$ cat src/rtl/s1_perm_check.sv
module s1_perm_check (
  input  logic       clk,
  input  logic       rst_n,
  input  logic       req_valid,
  input  logic [1:0] perm_code,
  input  logic       xn_user,
  input  logic       xn_kern,
  input  logic       acc_flag,
  input  logic [1:0] acc_kind,
  input  logic       req_kern,
  input  logic       as_user,
  input  logic       wr_no_exec,
  output logic       res_valid,
  output logic       res_allow,
  output logic [1:0] res_fault
);
  localparam logic [1:0] KIND_STORE = 2'd1;
  localparam logic [1:0] KIND_FETCH = 2'd2;
  localparam logic [1:0] FLT_NONE   = 2'd0;
  localparam logic [1:0] FLT_PERM   = 2'd1;
  localparam logic [1:0] FLT_AFLAG  = 2'd2;

  logic is_fetch, is_store, user_rights;
  logic user_rd, user_wr, kern_wr;
  logic data_ok, exec_ok, perm_ok;
  logic [1:0] fault_n;

  assign is_fetch    = (acc_kind == KIND_FETCH);
  assign is_store    = (acc_kind == KIND_STORE);
  assign user_rights = !req_kern || (as_user && !is_fetch);

  assign user_rd = perm_code[0];
  assign user_wr = (perm_code == 2'b01);
  assign kern_wr = !perm_code[1];

  assign data_ok = user_rights ? (is_store ? user_wr : user_rd)
                               : (is_store ? kern_wr : 1'b1);

  assign exec_ok = req_kern ? (!xn_kern && !(wr_no_exec && kern_wr))
                            : (!xn_user && !(wr_no_exec && user_wr));

  assign perm_ok = is_fetch ? exec_ok : data_ok;
  assign fault_n = !acc_flag ? FLT_AFLAG : (perm_ok ? FLT_NONE : FLT_PERM);

  always_ff @(posedge clk or negedge rst_n) begin
    if (!rst_n) begin
      res_valid <= 1'b0;
      res_allow <= 1'b0;
      res_fault <= FLT_NONE;
    end else begin
      res_valid <= req_valid;
      if (req_valid) begin
        res_allow <= (fault_n == FLT_NONE);
        res_fault <= fault_n;
      end
    end
  end
endmodule


$ cat config.mk
export PLATFORM = sky130hd
export DESIGN_NAME = s1_perm_check
export DESIGN_NICKNAME = d
export VERILOG_FILES = /design/src/rtl/s1_perm_check.sv
export SDC_FILE = /design/constraint.sdc
export NUM_CORES = 1
export LEC_CHECK = 0
export BUFFER_PORTS_ARGS = -buffer_cell sky130_fd_sc_hd__buf_2
export CORE_AREA = 2 2 39 41
export CTS_CLUSTER_SIZE = 28
export DETAILED_ROUTE_END_ITERATION = 7
export DIE_AREA = 0 0 41 43
export GPL_TIMING_DRIVEN = 0
export HOLD_SLACK_MARGIN = 0.12
export PLACE_DENSITY = 0.37
export SYNTH_ARGS = -nofsm -noshare
export SYNTH_HDL_FRONTEND = slang
export SYNTH_SLANG_ARGS = --single-unit
export TNS_END_PERCENT = 10
$ cat constraint.sdc
create_clock -name clk -period 2.05 [get_ports clk]
set_input_delay 0.41 -clock clk [delete_from_list [all_inputs] [get_ports clk]]
set_output_delay 0.41 -clock clk [all_outputs]
set_load 0.02 [all_outputs]
==> results.json <==
{
  "outcome": "finished clean",
  "cp_max_fo": 2,
  "cts_buffers": 3,
  "power_density_nw_per_um2": 675.5,
  "slowest_delay_ns": 0.36,
  "combPwrFrac_pct": 21.6,
  "period_needed_ns": 1.161,
  "cts.clk_slew.worst_paths_ns": 0.04,
  "place_area_um2": 315.3,
  "tightestPinTransition_ns": 0.3374,
  "cts_tree": "yes",
  "endpoint_kind": "output port",
  "cpMaxStageDelayCell": "dfrtp_1",
  "slew_headroom_pct": 77.15,
  "synth_fp_nets": 34,
  "hold_depth": 1,
  "r2r-start": "res_fault[0]",
  "root_buffer": "clkbuf_4",
  "worstReg2RegEnd": "res_fault[0]",
  "htreeDepth": 1,
  "route.detailed.drc": 0,
  "required_ns": 1.64,
  "min_path_type": "input pin to flop",
  "grt_max_degree": 7,
  "synth-seq-cells": 4,
  "hold_viol_final": 0,
  "peakVddDrop_mv": 0.1312,
  "grt_overflow": 0,
  "fmax_mhz": 861.1,
  "boundaryPins": 17,
  "async_flop_share_pct": 100.0,
  "swShare_pct": 25.30,
  "routedWlPerCell_um": 9.333,
  "cp-start-kind": "flop",
  "synth-main-ff-cell": "dfrtp_1",
  "gp_congestion": 0.6190,
  "synthToLayoutAreaGrowth_pct": 61.63,
  "diodes": 0,
  "drt_iter0_markers": 0,
  "drv_cap": 0,
  "syn_area_per_cell_um2": 10.25,
  "path_buf_inv": 1,
  "synth_area_um2": 215.2,
  "synth_cell_types": 13,
  "port_buffers": 16,
  "clk_latency_ns": 0.23,
  "grtUsageTotal_pct": 7.337,
  "clock_power_share_pct": 40.5,
  "rrSetupSlack_ns": 1.32,
  "internal-power_uw": 175.5,
  "power.switching_uw": 59.44,
  "setup_viol": 0,
  "via_per_inst": 3.947,
  "cp.arrival_ns": 0.75,
  "die_h_um": 43,
  "min_from": "req_valid",
  "grt_pass1_vias": 228,
  "skew_ns": 0,
  "synth_edf_count": 0,
  "rows": 14,
  "path_cells": "buf_2",
  "final_layout_size_suffix_gt1_share_pct": 48.78,
  "die_area_um2": 1763,
  "holdPathEnd": "res_valid",
  "num_vias": 225,
  "netlist_instances": 21,
  "ys_seq_area_share_pct": 46.51,
  "synth_top_area_cell": "dfrtp_1",
  "critPathLaunch": "res_fault[0]",
  "critPathKind": "flop to output port",
  "clockBufferDepth": 2,
  "cp_top_family": "flip-flops",
  "grt_pass1_wl_um": 848,
  "ant_nets": 0,
  "synth_area_leaders": "dfrtp_1, nor2b_1, a221oi_2, nand3b_1, inv_1",
  "initial_utilization_pct": 15.55,
  "nets": 56,
  "die_x_um": 41,
  "first_pass_iters": 1,
  "synth_common_cells": "dfrtp_1, inv_1, nor2b_1",
  "yosysTopAreaCellShare_pct": 46.51,
  "timing.setup.tns_ns": 0,
  "rr_worst_depth": 1,
  "slew_viol_final": 0,
  "fillers": 161,
  "synth_warnings": 0,
  "cts.sinks": 4,
  "synth.most_common_cell": "dfrtp_1",
  "rsz0062_at_grt": "no",
  "antenna_found_initial": 0,
  "seq_power_share_pct": 37.9,
  "power_leakage_nw": 0.1743,
  "stdcell_area_um2": 347.8,
  "routed_wl_um": 532,
  "fin_crit_sh_pct": 56.65,
  "fp.coreArea_um2": 1384,
  "cts_resized": 0
}
-- how the worst max path moves through the flow --
stage	endpoint	slack (ns)	depth (start not counted)
global placement	res_fault[0]	0.76	4
floorplan	res_fault[0]	0.95	3
global route	res_allow	0.85	1
finish	res_fault[0]	0.89	1
detailed placement	res_fault[0]	0.75	4
CTS	res_fault[0]	0.87	1
-- sequential cells by signal, summed over array words and instances, names as in the netlist --
name	flops
res_fault	2
res_allow	1
res_valid	1
-- final cells by class --
cell class                 count  area, um2  share of cell area (%)
timing repair buffer          17      90.09                   25.90
clock buffer                   3      22.52                   6.475
tap                           16      20.02                   5.755
inverter                       3      11.26                   3.237
sequential                     4      100.1                   28.78
multi-input combinational     14      103.9                   29.86
-- through the flow --
| stage | cells | hold WS, ns | worst slack (ns) | utilization (%) | power, mW |
|---|---|---|---|---|---|
| 3_5_place_dp | 53 | 0.2185 | 0.7542 | 22.78 | 0.1404 |
| 3_3_place_gp | 53 | 0.2137 | 0.7630 | 22.78 | 0.1397 |
| 5_1_grt | 57 | 0.3543 | 0.8535 | 25.14 | 0.2550 |
| 4_1_cts | 57 | 0.3514 | 0.8718 | 25.14 | 0.2426 |
| 2_1_floorplan | 21 | 0.1144 | 0.9511 | - | 0.1153 |
| 6_report | 57 | 0.3619 | 0.8887 | 25.14 | 0.2350 |
-- kinds of logic after synthesis --
logic type / after synthesis / share of synthesized area (%)
AND/OR/NAND/NOR: 9 / 25.58
flip-flops: 4 / 46.51
AO/OA/AOI/OAI: 5 / 22.67
buffers and inverters: 3 / 5.232
-- layer usage --
metal | wire length (um) | share of wire (%) | global-route usage, %
met1 | 201 | 38 | 8.387
met2 | 234 | 44 | 10.00
met3 | 96 | 18 | 3.141
met4 | 0 | 0 | 6.000
met5 | 0 | 0 | 0
-- cells in the final DEF (no fill, tap or decap) --
cell,count
inv_1,3
o221a_1,1
o32ai_1,1
clkbuf_4,3
nand3b_1,2
nor2_1,1
a221oi_2,1
o311ai_1,1
dlygate4sd3_1,1
o21ai_0,1
dfrtp_1,4
nor2b_1,3
nand2b_1,1
or2b_1,1
buf_2,16
nand2_1,1
-- power by group through the flow --
stage / clock, mW / combinational, mW / sequential [mW]
floorplan: 0 / 0.0154 / 0.0998
global placement: 0 / 0.0493 / 0.0904
detailed placement: 0 / 0.0501 / 0.0903
CTS: 0.102 / 0.0517 / 0.0893
global route: 0.108 / 0.0565 / 0.0900
finish: 0.0951 / 0.0507 / 0.0892
-- what timing repair did --
action / 4_1_cts / 5_1_grt
buffers inserted: 0 / 0
hold buffers: 1 / 0
hold endpoints to repair: 4 / 0
(Power assumes the default switching activity.)
